## config.mk

```make
export PLATFORM = sky130hd
export DESIGN_NAME = sdreq_seq
export DESIGN_NICKNAME = d
export VERILOG_FILES = /design/src/rtl/sdreq_pkg.sv /design/src/rtl/sdreq_phase_pick.sv /design/src/rtl/sdreq_status.sv /design/src/rtl/sdreq_rsp_bank.sv /design/src/rtl/sdreq_seq.sv
export SDC_FILE = /design/constraint.sdc
export NUM_CORES = 1
export LEC_CHECK = 0
export BUFFER_PORTS_ARGS = -buffer_cell sky130_fd_sc_hd__buf_2
export CAP_MARGIN = 40
export CORE_ASPECT_RATIO = 0.9
export CORE_MARGIN = 3
export CORE_UTILIZATION = 45
export CTS_BUF_LIST = sky130_fd_sc_hd__clkbuf_4
export CTS_CLUSTER_DIAMETER = 60
export DETAILED_ROUTE_END_ITERATION = 8
export PLACE_DENSITY_LB_ADDON = 0.3
export SLEW_MARGIN = 20
export SYNTH_ARGS = -nofsm -noshare
export SYNTH_HDL_FRONTEND = slang
export SYNTH_SLANG_ARGS = --single-unit
```

## constraint.sdc

```tcl
create_clock -name clk -period 2.95 [get_ports clk]
set_input_delay 0.295 -clock clk [delete_from_list [all_inputs] [get_ports clk]]
set_output_delay 0.295 -clock clk [all_outputs]
set_load 0.005 [all_outputs]
```

## src/rtl/sdreq_pkg.sv

```systemverilog
`timescale 1ns/1ps
package sdreq_pkg;
    typedef enum logic [1:0] {PH_NONE = 2'd0, PH_CMD = 2'd1, PH_DATA = 2'd2, PH_STOP = 2'd3} phase_e;
    typedef enum logic [1:0] {S_IDLE, S_ISSUE, S_WAIT, S_FIN} state_e;

    localparam logic [7:0] OP_SETUP = 8'd1;
    localparam logic [7:0] OP_SDIO  = 8'd2;
    localparam logic [7:0] OP_EXEC  = 8'd3;
    localparam logic [7:0] OP_RESET = 8'd4;

    // request flag positions (decoded by software, so fixed)
    localparam int F_CMD   = 0;
    localparam int F_CRSP  = 1;
    localparam int F_CLONG = 2;
    localparam int F_CCRC  = 3;
    localparam int F_DWR   = 4;
    localparam int F_DSTR  = 6;
    localparam int F_STOP  = 7;
    localparam int F_SRSP  = 8;
    localparam int F_SLONG = 9;
    localparam int F_SCRC  = 10;
    // setup flag positions
    localparam int G_WIDTH = 0;
    localparam int G_CLOCK = 1;
    localparam int G_NARROW = 2;
    localparam int G_WIDE  = 3;

    // status bit positions
    localparam int B_DONE  = 31;
    localparam int B_SDIO  = 10;
    localparam int B_DCRC  = 9;
    localparam int B_DPROG = 8;
    localparam int B_DTO   = 7;
    localparam int B_SCRC  = 6;
    localparam int B_STO   = 5;
    localparam int B_CCRC  = 4;
    localparam int B_CTO   = 3;
    localparam int B_CLOST = 2;

    // register word addresses
    localparam int A_CMD   = 0;
    localparam int A_ARG   = 1;
    localparam int A_STAT  = 2;
    localparam int A_BYTES = 3;
    localparam int A_WIDTH = 4;
    localparam int A_CLK   = 5;
    localparam int A_CRSP  = 8;
endpackage

```

## src/rtl/sdreq_phase_pick.sv

```systemverilog
`timescale 1ns/1ps
module sdreq_phase_pick
    import sdreq_pkg::*;
(
    input  phase_e cur,
    input  logic   want_cmd,
    input  logic   want_data,
    input  logic   want_stop,
    output phase_e nxt
);
    always_comb begin
        nxt = PH_NONE;
        unique case (cur)
            PH_NONE: begin
                if (want_cmd)       nxt = PH_CMD;
                else if (want_data) nxt = PH_DATA;
                else if (want_stop) nxt = PH_STOP;
            end
            PH_CMD: begin
                if (want_data)      nxt = PH_DATA;
                else if (want_stop) nxt = PH_STOP;
            end
            PH_DATA: begin
                if (want_stop)      nxt = PH_STOP;
            end
            PH_STOP: nxt = PH_NONE;
        endcase
    end
endmodule

```

## src/rtl/sdreq_status.sv

```systemverilog
`timescale 1ns/1ps
module sdreq_status #(
    parameter int W = 32
) (
    input  logic         clk,
    input  logic         rst_n,
    input  logic         clr,
    input  logic [W-1:0] set_m,
    input  logic [W-1:0] w1c_m,
    output logic [W-1:0] q
);
    always_ff @(posedge clk or negedge rst_n) begin
        if (!rst_n)   q <= '0;
        else if (clr) q <= '0;
        else          q <= (q & ~w1c_m) | set_m;
    end

    // a written-one bit without a simultaneous set must read zero afterwards
    assert_w1c_clears_R6: assert property (@(posedge clk) disable iff (!rst_n)
        (!clr && (|(w1c_m & ~set_m))) |=> ((q & $past(w1c_m & ~set_m)) == '0))
        else $error("status bit survived write-one-clear");

    // hardware events are never lost to a clear in the same cycle
    assert_set_wins_R6: assert property (@(posedge clk) disable iff (!rst_n)
        (!clr && (|set_m)) |=> ((q & $past(set_m)) == $past(set_m)))
        else $error("status set lost");
endmodule

```

## src/rtl/sdreq_rsp_bank.sv

```systemverilog
`timescale 1ns/1ps
module sdreq_rsp_bank #(
    parameter int WORDS = 4,
    parameter int W     = 32
) (
    input  logic               clk,
    input  logic               rst_n,
    input  logic               clr,
    input  logic               cap,
    input  logic               long_rsp,
    input  logic [WORDS*W-1:0] din,
    output logic [WORDS*W-1:0] q
);
    localparam int TOTAL = WORDS * W;

    for (genvar g = 0; g < WORDS; g++) begin : g_word
        logic load;
        if (g == 0) begin : g_first
            assign load = cap;
        end else begin : g_rest
            assign load = cap && long_rsp;
        end
        always_ff @(posedge clk or negedge rst_n) begin
            if (!rst_n)    q[g*W +: W] <= '0;
            else if (clr)  q[g*W +: W] <= '0;
            else if (load) q[g*W +: W] <= din[g*W +: W];
        end
    end

    // a short response must leave the upper words alone
    assert_short_keeps_upper_R3: assert property (@(posedge clk) disable iff (!rst_n)
        (cap && !long_rsp && !clr) |=> (q[TOTAL-1:W] == $past(q[TOTAL-1:W])))
        else $error("short response touched upper words");
endmodule

```

## src/rtl/sdreq_seq.sv

```systemverilog
`timescale 1ns/1ps
module sdreq_seq
    import sdreq_pkg::*;
#(
    parameter int AW        = 4,
    parameter int DW        = 32,
    parameter int RSP_WORDS = 4
) (
    input  logic                    clk,
    input  logic                    rst_n,
    input  logic                    reg_we,
    input  logic [AW-1:0]           reg_addr,
    input  logic [DW-1:0]           reg_wdata,
    output logic [DW-1:0]           reg_rdata,
    output logic                    eng_start,
    output logic [1:0]              eng_phase,
    output logic                    eng_rsp_exp,
    output logic                    eng_rsp_long,
    input  logic                    eng_done,
    input  logic                    eng_cmd_lost,
    input  logic                    eng_timeout,
    input  logic                    eng_crc_err,
    input  logic                    eng_prog_err,
    input  logic [RSP_WORDS*DW-1:0] eng_rsp,
    input  logic [DW-1:0]           eng_bytes,
    output logic                    bus_wide,
    output logic [DW-1:0]           bus_clk_hz,
    input  logic                    sdio_irq_in,
    input  logic [1:0]              card_present,
    output logic                    irq
);
    localparam int RSP_W  = RSP_WORDS * DW;
    localparam int A_SRSP = A_CRSP + RSP_WORDS;

    state_e            st_q, st_n;
    phase_e            ph_q, ph_cur, ph_nx;
    logic [DW-1:0]     cmd_q, arg_q, bytes_q, clk_q, stat_q, set_m, w1c_m;
    logic [RSP_W-1:0]  crsp_q, srsp_q;
    logic              wide_q, sdio_en_q, skip, cap_c, cap_s, do_reset, wr_cmd, pending;
    logic [1:0]        card_q;
    logic [7:0]        op;
    logic [10:0]       fl;
    logic              in_wait_done;
    int                ridx;

    assign op           = cmd_q[31:24];
    assign fl           = cmd_q[10:0];
    assign pending      = (st_q == S_IDLE) && (cmd_q != '0);
    assign do_reset     = pending && (op == OP_RESET);
    assign wr_cmd       = reg_we && (reg_addr == AW'(A_CMD)) && (st_q == S_IDLE) && (cmd_q == '0);
    assign w1c_m        = (reg_we && reg_addr == AW'(A_STAT)) ? reg_wdata : '0;
    assign ph_cur       = (st_q == S_IDLE) ? PH_NONE : ph_q;
    assign in_wait_done = (st_q == S_WAIT) && eng_done;

    sdreq_phase_pick u_pick (
        .cur       (ph_cur),
        .want_cmd  (fl[F_CMD]),
        .want_data (|fl[F_DSTR:F_DWR]),
        .want_stop (fl[F_STOP]),
        .nxt       (ph_nx)
    );

    // engine result -> status events, skip decision, response capture
    always_comb begin
        set_m = '0;
        skip  = 1'b0;
        cap_c = 1'b0;
        cap_s = 1'b0;
        set_m[1:0]    = card_present & ~card_q;
        set_m[B_SDIO] = sdio_en_q & sdio_irq_in;
        if (st_q == S_FIN) set_m[B_DONE] = 1'b1;
        if (in_wait_done) begin
            case (ph_q)
                PH_CMD: begin
                    if (eng_cmd_lost) begin
                        set_m[B_CLOST] = 1'b1;
                        skip           = 1'b1;
                    end else if (fl[F_CRSP]) begin
                        if (eng_timeout) begin
                            set_m[B_CTO] = 1'b1;
                            skip         = 1'b1;
                        end else begin
                            cap_c         = 1'b1;
                            set_m[B_CCRC] = fl[F_CCRC] & eng_crc_err;
                        end
                    end
                end
                PH_DATA: begin
                    if (eng_timeout) begin
                        set_m[B_DTO] = 1'b1;
                        skip         = 1'b1;
                    end else begin
                        set_m[B_DCRC]  = eng_crc_err;
                        set_m[B_DPROG] = eng_prog_err;
                    end
                end
                PH_STOP: begin
                    if (fl[F_SRSP]) begin
                        if (eng_timeout) begin
                            set_m[B_STO] = 1'b1;
                            skip         = 1'b1;
                        end else begin
                            cap_s         = 1'b1;
                            set_m[B_SCRC] = fl[F_SCRC] & eng_crc_err;
                        end
                    end
                end
                default: ;
            endcase
        end
    end

    // next state
    always_comb begin
        st_n = st_q;
        unique case (st_q)
            S_IDLE:  if (pending && op == OP_EXEC) st_n = (ph_nx != PH_NONE) ? S_ISSUE : S_FIN;
            S_ISSUE: st_n = S_WAIT;
            S_WAIT:  if (eng_done) st_n = (skip || ph_nx == PH_NONE) ? S_FIN : S_ISSUE;
            S_FIN:   st_n = S_IDLE;
        endcase
    end

    // state register
    always_ff @(posedge clk or negedge rst_n) begin
        if (!rst_n) begin
            st_q <= S_IDLE;
            ph_q <= PH_NONE;
        end else begin
            st_q <= st_n;
            if (st_n == S_ISSUE && st_q != S_ISSUE) ph_q <= ph_nx;
        end
    end

    // register file
    always_ff @(posedge clk or negedge rst_n) begin
        if (!rst_n) begin
            cmd_q <= '0; arg_q <= '0; bytes_q <= '0; clk_q <= '0;
            wide_q <= 1'b0; sdio_en_q <= 1'b0; card_q <= '0;
        end else begin
            card_q <= card_present;
            if (wr_cmd) cmd_q <= reg_wdata;
            if (reg_we && reg_addr == AW'(A_ARG)) arg_q <= reg_wdata;
            if (pending) begin
                if (op != OP_EXEC) cmd_q <= '0;
                unique case (op)
                    OP_SETUP: begin
                        if (cmd_q[G_WIDTH]) begin
                            if (cmd_q[G_WIDE])        wide_q <= 1'b1;
                            else if (cmd_q[G_NARROW]) wide_q <= 1'b0;
                        end
                        if (cmd_q[G_CLOCK]) clk_q <= arg_q;
                    end
                    OP_SDIO:  sdio_en_q <= cmd_q[0];
                    OP_EXEC:  bytes_q <= '0;
                    OP_RESET: begin
                        arg_q <= '0; bytes_q <= '0; clk_q <= '0;
                        wide_q <= 1'b0; sdio_en_q <= 1'b0;
                    end
                    default: ;
                endcase
            end
            if (in_wait_done && ph_q == PH_DATA && !eng_timeout) bytes_q <= bytes_q + eng_bytes;
            if (st_q == S_FIN) cmd_q <= '0;
        end
    end

    sdreq_status #(.W(DW)) u_stat (
        .clk(clk), .rst_n(rst_n), .clr(do_reset), .set_m(set_m), .w1c_m(w1c_m), .q(stat_q)
    );
    sdreq_rsp_bank #(.WORDS(RSP_WORDS), .W(DW)) u_crsp (
        .clk(clk), .rst_n(rst_n), .clr(do_reset), .cap(cap_c), .long_rsp(fl[F_CLONG]),
        .din(eng_rsp), .q(crsp_q)
    );
    sdreq_rsp_bank #(.WORDS(RSP_WORDS), .W(DW)) u_srsp (
        .clk(clk), .rst_n(rst_n), .clr(do_reset), .cap(cap_s), .long_rsp(fl[F_SLONG]),
        .din(eng_rsp), .q(srsp_q)
    );

    // outputs
    always_comb begin
        eng_start    = (st_q == S_ISSUE);
        eng_phase    = PH_NONE;
        eng_rsp_exp  = 1'b0;
        eng_rsp_long = 1'b0;
        if (st_q == S_ISSUE || st_q == S_WAIT) begin
            eng_phase = ph_q;
            if (ph_q == PH_CMD) begin
                eng_rsp_exp  = fl[F_CRSP];
                eng_rsp_long = fl[F_CLONG];
            end else if (ph_q == PH_STOP) begin
                eng_rsp_exp  = fl[F_SRSP];
                eng_rsp_long = fl[F_SLONG];
            end
        end
        bus_wide   = wide_q;
        bus_clk_hz = clk_q;
        irq        = |stat_q;
    end

    // read mux
    always_comb begin
        ridx      = int'(reg_addr);
        reg_rdata = '0;
        if (ridx == A_CMD)        reg_rdata = cmd_q;
        else if (ridx == A_ARG)   reg_rdata = arg_q;
        else if (ridx == A_STAT)  reg_rdata = stat_q;
        else if (ridx == A_BYTES) reg_rdata = bytes_q;
        else if (ridx == A_WIDTH) reg_rdata = {{(DW-1){1'b0}}, wide_q};
        else if (ridx == A_CLK)   reg_rdata = clk_q;
        else if (ridx >= A_CRSP && ridx < A_SRSP) reg_rdata = crsp_q[(ridx-A_CRSP)*DW +: DW];
        else if (ridx >= A_SRSP && ridx < A_SRSP + RSP_WORDS) reg_rdata = srsp_q[(ridx-A_SRSP)*DW +: DW];
    end

    // ---- assertions ----
    logic [1:0] chk_last_ph;
    always_ff @(posedge clk or negedge rst_n) begin
        if (!rst_n)                chk_last_ph <= 2'd0;
        else if (st_q == S_IDLE)   chk_last_ph <= 2'd0;
        else if (eng_start)        chk_last_ph <= eng_phase;
    end

    assert_start_pulse_R2: assert property (@(posedge clk) disable iff (!rst_n)
        eng_start |=> !eng_start) else $error("start longer than one cycle");

    assert_phase_order_R2: assert property (@(posedge clk) disable iff (!rst_n)
        eng_start |-> (eng_phase > chk_last_ph)) else $error("phase out of order");

    assert_done_clears_cmd_R1: assert property (@(posedge clk) disable iff (!rst_n)
        $rose(stat_q[B_DONE]) |-> (cmd_q == '0)) else $error("done with command pending");

    assert_timeout_skips_R4: assert property (@(posedge clk) disable iff (!rst_n)
        (in_wait_done && ph_q == PH_CMD && (eng_cmd_lost || (fl[F_CRSP] && eng_timeout)))
        |=> (st_q == S_FIN)) else $error("command failure did not skip");

    assert_busy_ignores_cmd_R10: assert property (@(posedge clk) disable iff (!rst_n)
        (st_q == S_ISSUE || st_q == S_WAIT) |=> $stable(cmd_q)) else $error("command changed while busy");

    assert_reset_op_R9: assert property (@(posedge clk) disable iff (!rst_n)
        do_reset |=> (stat_q == '0 && cmd_q == '0 && arg_q == '0)) else $error("reset op incomplete");
endmodule

```

== Yosys cells after proc, flatten, opt, wreduce, memory -nomap -nowiden ==
Index checks and enable logic that the tools add are counted.

* Add/subtract/negate cells: 3
* Multiplexer cells: 86
* Div/mod/pow operators: 0
* Shifts and indexed selects: 2
* Reduce and logical (&&, ||, !) cells: 41
* Multiply operators: 0
* Eq/ne operators: 26
* Bitwise logic cells: 8
* Order comparisons: 3

{| class="wikitable"
|+ Operator list
! operator !! number
|-
| 32-bit 2-to-1 mux || 37
|-
| 128-bit by 10-bit indexed part select with 32-bit output || 2
|-
| 32-bit case mux with 2 select lines || 1
|-
| 32-bit adder || 1
|-
| 32-bit bitwise AND || 1
|-
| 32-bit zero test || 1
|-
| 32-bit NOT || 1
|-
| 32-bit bitwise OR || 1
|-
| 32-bit nonzero test || 1
|-
| 32-bit OR reduction || 1
|-
| 2-bit 2-to-1 mux || 14
|-
| 1-bit 2-to-1 mux || 26
|-
| 2-bit nonzero test || 9
|-
| 8-bit by 2-bit equality test with 1-bit output, second input constant || 2
|-
| 2-bit case mux with 4 select lines || 2
|-
| 1-bit logical AND || 15
|-
| 2-bit equality test, second input constant || 6
|-
| 4-bit by 4-bit subtractor with 5-bit output, second input constant || 2
|-
| 2-bit by 1-bit equality test with 1-bit output, second input constant || 4
|-
| 4-bit by 2-bit equality test with 1-bit output, second input constant || 2
|-
| 4-bit by 3-bit equality test with 1-bit output, second input constant || 2
|-
| 4-bit equality test, second input constant || 2
|-
| 8-bit by 1-bit equality test with 1-bit output, second input constant || 1
|-
| 8-bit by 3-bit equality test with 1-bit output, second input constant || 1
|-
| 23 further kinds || 34
|}

* Memory bits (writable): 0
* Register bits: 424
* Input port bits: 207
* Memory bits (read-only): 0
* Latch bits: 0
* Output and inout bits: 71
* Memories: 0

== Longest topological paths before layout ==
* Depth in word-level cells: 11
* Depth in mapped cells: 12
* Depth with buffers taken out: 10

== Modules after synthesis ==
A second synthesis with hierarchy kept.

* Cells, all modules: 2433
* Area, all modules: 24304.6 µm²

{| class="wikitable"
|+ By module, submodules not included
! module !! instances !! area an instance (µm²) !! cells each
|-
| sdreq_rsp_bank || 2 || 6037.0 || 540
|-
| sdreq_seq || 1 || 10857.9 || 1216
|-
| sdreq_status || 1 || 1315.0 || 131
|-
| sdreq_phase_pick || 1 || 57.6 || 6
|}

== Worst setup path before layout ==
OpenSTA, ideal clock, no wires.

* Path kind: register to register
* Start point: register bytes_q[0]
* End point: register bytes_q[30]
* Setup slack: 515 ps
* Required time: 2824 ps
* Setup time: 126 ps
* Data arrival time: 2309 ps
* Cell stages (with the launch flop): 11
* Buffers on the path: 0
* Cell sequence: dfrtp_1 ha_1 fa_1 a21oi_1 o21ai_0 o2111ai_1 a21oi_1 o211ai_1 a22oi_1 mux2i_1 a221o_1

* Longest elaborated chain between the ends: 2

{| class="wikitable"
|+ RTL lines
! element !! line !! text
|-
| from (decl) || sdreq_seq.sv:37 || <nowiki>logic [DW-1:0] cmd_q, arg_q, bytes_q, clk_q, stat_q, set_m, w1c_m;</nowiki>
|-
| from (signal assigned) || sdreq_seq.sv:163 || <nowiki>if (in_wait_done && ph_q == PH_DATA && !eng_timeout) bytes_q <= bytes_q + eng_bytes;</nowiki>
|-
| 32-bit adder || sdreq_seq.sv:163 ||
|-
| 32-bit 2-to-1 mux || sdreq_seq.sv:163 ||
|}

Every way passes these cells.
A chain may end at the register's enable or synchronous reset.

== Worst setup path in the final report ==
* Start point: register u_crsp.q[12]
* End point: output port reg_rdata[12]

* Longest elaborated chain between the ends: 8

{| class="wikitable"
|+ RTL lines
! element !! line !! text
|-
| from (decl) || sdreq_rsp_bank.sv:12 || <nowiki>output logic [WORDS*W-1:0] q</nowiki>
|-
| from (signal, indexed assignment) || sdreq_rsp_bank.sv:26 || <nowiki>else if (load) q[g*W +: W] <= din[g*W +: W];</nowiki>
|-
| 128-bit by 10-bit indexed part select with 32-bit output || sdreq_seq.sv:211 || <nowiki>else if (ridx >= A_CRSP && ridx < A_SRSP) reg_rdata = crsp_q[(ridx-A_CRSP)*DW +: DW];</nowiki>
|-
| 32-bit 2-to-1 mux || sdreq_seq.sv:211 ||
|-
| 32-bit 2-to-1 mux || sdreq_seq.sv:210 || <nowiki>else if (ridx == A_CLK) reg_rdata = clk_q;</nowiki>
|-
| 32-bit 2-to-1 mux || sdreq_seq.sv:209 || <nowiki>else if (ridx == A_WIDTH) reg_rdata = {{(DW-1){1'b0}}, wide_q};</nowiki>
|-
| 32-bit 2-to-1 mux || sdreq_seq.sv:208 || <nowiki>else if (ridx == A_BYTES) reg_rdata = bytes_q;</nowiki>
|-
| 32-bit 2-to-1 mux || sdreq_seq.sv:207 || <nowiki>else if (ridx == A_STAT) reg_rdata = stat_q;</nowiki>
|-
| 32-bit 2-to-1 mux || sdreq_seq.sv:206 || <nowiki>else if (ridx == A_ARG) reg_rdata = arg_q;</nowiki>
|-
| 32-bit 2-to-1 mux || sdreq_seq.sv:205 || <nowiki>if (ridx == A_CMD) reg_rdata = cmd_q;</nowiki>
|-
| to (decl) || sdreq_seq.sv:14 || <nowiki>output logic [DW-1:0] reg_rdata,</nowiki>
|}

Every way passes these cells.

==> summary.md <==
| Metric | Value |
|---|---|
| Peak supply drop | 1.07 mV |
| Register area share after synthesis | 48.7% |
| Max-cap violations | 0 |
| Req. time, crit path | 2650 ps |
| Relative slew slack | 45.1% |
| Setup WS post-layout | -500 ps |
| Worst-case clock buffer depth | 3 |
| DIE AREA | 51000 µm² |
| HP Class | primary input to register |
| Ys flop type | dfrtp_1 |
| Post-synthesis xor/xnor area fraction | 0.885% |
| WL final | 75900 µm |
| Pwr Density | 779 nW/µm² |
| Finish-stage setup viols | 32 |
| Inst Count DP | 3183 |
| Number of synthesized flops with an enable pin | 0 |
| Simple-gate portion of the synthesized area | 19.3% |
| Logic gate share of total power | 38.0% |
| Arr. time, crit path | 3160 ps |
| Largest family of logic cells by synthesized area | simple AND/OR/NAND/NOR gates |
| Inserted Clock Buffers | 111 |
| Flop pwr share | 39.8% |
| Via count | 20800 |
| Share of flip-flops with an asynchronous set or reset | 100% |
| Nets | 3136 |
| Post-synth top area share | 48.7% |
| Kind of critical path | register to primary output |
| Starting Density | 46.1% |
| Post-synth top cells | 480 x nand2_1, 424 x dfrtp_1, 232 x nor2_1 |
| Via-per-instance ratio | 5.79 |
| Mean Syn Cell Area | 9.19 µm² |
| Max Clock Freq | 290 MHz |
| Initial antenna violation count | 6 |
| Largest net degree at the start of global routing | 122 |
| Reg2reg setup slack | 140 ps |
| Worst setup SP type | register |
| R2r startpoint | bytes_q[8] |
| Sw frac | 40.7% |
| Synth Area in Compound Gates | 15.0% |
| # clock sinks | 424 |
| Fraction of layout cells with a size suffix above 1 | 22.2% |
| Clock slew at reported path FFs | 70 ps |
| Design area | 28000 µm² |
| Critical Path End | reg_rdata[12] |
| Synth top area cells | dfrtp_1 49%, nand2_1 8.3%, mux4_2 6.6% |
| Adder-Cell Fraction of Synth Area | 2.33% |
| Pint | 13.0 mW |
| Post-Syn Area | 21800 µm² |
| Final Power | 21.8 mW |
| Setup tns final | -10600 ps |
| Post-Syn Instances | 2369 |
| Clock tree from TritonCTS | yes |
| Cell Count, Final, Fillers Out | 3596 |
| Least-Margin Pin Slew | 822 ps |
| Worst Setup SP | u_crsp.q[12] |
| Gr usage total | 29.5% |
| FP Rows | 75 |
| Syn Nets | 2616 |
| Post-synthesis register bit count | 424 |
| First-pass GRT wire length | 118000 µm |
| Mux share of post-synthesis cell area | 9.95% |
| Unrepaired setup endpoints after global routing | true |
| Final Cycle Share | 117% |
| Static Leak | 13.6 nW |
| Placed cell area | 24400 µm² |
| Post-synth cell types | 73 |
| Vias in the first global route | 20700 |
| End of the worst register-to-register path | bytes_q[29] |
| Total iterations of the first detailed-routing run | 9 |
| Wire per inst | 21.1 µm |
| Final hold viol count | 0 |
| Gpl congestion | 0.943 |
| Die W | 238 µm |
| Die Ht | 215 µm |
| Area Overhead vs Synth | 28.8% |
| Clock share of power | 22.2% |
| Count leader, synth | nand2_1 |
| Max-slew violations | 0 |
| Crit end category | primary output |
| Root Buffer Master | clkbuf_4 |
| Clock Latency Late Sink | 880 ps |
| Sw power | 8.88 mW |
| Setup Skew | 54.1 ps |
| DPL Wire Length | 51500 µm |
| Initial DRC count | 2020 |
| CP max FO | 2 |
| Top Ports | 278 |
| Violated checks | setup timing |
| H-Tree Depth | 3 |
| Cell taking the most area after synthesis | dfrtp_1 |
| Core area | 47200 µm² |
| Reg2reg path depth | 9 |
| ANT nets after route | 0 |
| Status | finished with violations |
| Total gr overflow | 0 |
| DRC violations left | 0 |
| IO buf count | 277 |
| Tmin final | 3450 ps |
| Yosys warns | 0 |
-- registers in the layout (all words and copies together) (netlist names) --
register    flops
arg_q          32
bus_clk_hz     32
bus_wide        1
bytes_q        32
card_q          2
cmd_q          32
ph_q            2
sdio_en_q       1
st_q            2
u_crsp.q      128
u_srsp.q      128
u_stat.q       32
-- per-stage QoR --
| stage | setup slack (ps) | hold WS, ps | util (%) |
|---|---|---|---|
| 3_3_place_gp | -27.1 | 348 | 51.7 |
| 3_5_place_dp | 0.325 | 357 | 51.8 |
| 4_1_cts | -475 | 2.20 | 59.2 |
| 5_1_grt | -701 | 45.7 | 59.4 |
| 6_report | -500 | 85.6 | 59.4 |
| 2_1_floorplan | 515 | -0.591 | - |
-- worst max-delay path, stage by stage (launching register included) --
cell	delay (ps)
dfrtp_1	390
mux4_2	450
a222oi_1	590
nor3_1	160
a21oi_1	160
nor3_1	70
a21oi_1	160
a21oi_2	120
buf_2	160
-- metal layers --
layer	share of wire (%)	GRT usage [%]	up-vias	wire length, µm
li1	-	-	9429	-
met1	43	42.3	10100	32700
met2	45	45.1	1070	34100
met3	9.0	6.35	173	6840
met4	2.9	9.25	6	2170
met5	0.054	0	-	41
-- power by group through the flow --
| stage | clock [mW] | combinational (mW) | sequential [mW] |
|---|---|---|---|
| 2_1_floorplan | 0 | 5.74 | 8.64 |
| 3_3_place_gp | 0 | 8.01 | 9.05 |
| 3_5_place_dp | 0 | 8.52 | 9.19 |
| 4_1_cts | 4.97 | 8.89 | 9.10 |
| 5_1_grt | 5.26 | 8.47 | 8.37 |
| 6_report | 4.86 | 8.30 | 8.69 |
-- what timing repair did --
action | in CTS | in global routing
setup endpoints to repair | 32 | 35
buffers inserted | 5 | 3
pin swaps | 86 | 29
endpoints found under the hold margin | 721 | 0
resized for setup | 24 | 10
hold buffers | 210 | 0
-- cells by family after synthesis --
kind of cell	Yosys count
compound gates	571
xor+xnor	22
fa+ha+maj	40
buf+inv	200
flops	424
mux	136
simple gates	976
-- layout by cell type, fill, tap and decap left out, types with 16 or more instances in the layout --
cell           synthesis  final
clkbuf_4               0    143
nor2_1               232    230
clkinv_1               0     43
buf_12                 0     28
nor3_2                 1     16
mux4_2                64     64
o21ai_1               23     23
buf_4                  2     75
dlygate4sd3_1          0    210
and3_1                24     24
buf_2                 50    274
nor3_1                73     55
mux2i_1               70     70
o21ai_0              211    210
nand2b_1              35     35
ha_1                  39     38
dfrtp_1              424    424
nand3_1               73     73
a222oi_1              31     31
nand2_1              480    479
a21oi_1              228    216
-- cell type report --
cell class	instances	area (µm²)
Fill cell	4069	19200
Clock inverter	56	243
Tap cell	616	771
Antenna cell	5	12.5
Inverter	16	60.1
Sequential cell	424	10600
Timing Repair Buffer	591	4660
Clock buffer	143	1070
Multi-Input combinational cell	1745	10600
-- how the worst min path moves through the flow --
stage                  end             from  slack [ps]  cells after the start
2_1_floorplan     arg_q[0]            rst_n        -0.6                      0
3_3_place_gp    bytes_q[8]            rst_n         350                      1
3_5_place_dp    bytes_q[8]            rst_n         360                      1
4_1_cts        bytes_q[29]    eng_bytes[29]           2                      5
5_1_grt          card_q[0]  card_present[0]          50                      2
6_report       bytes_q[29]    eng_bytes[29]          90                      5
(Power assumes the default switching activity.)
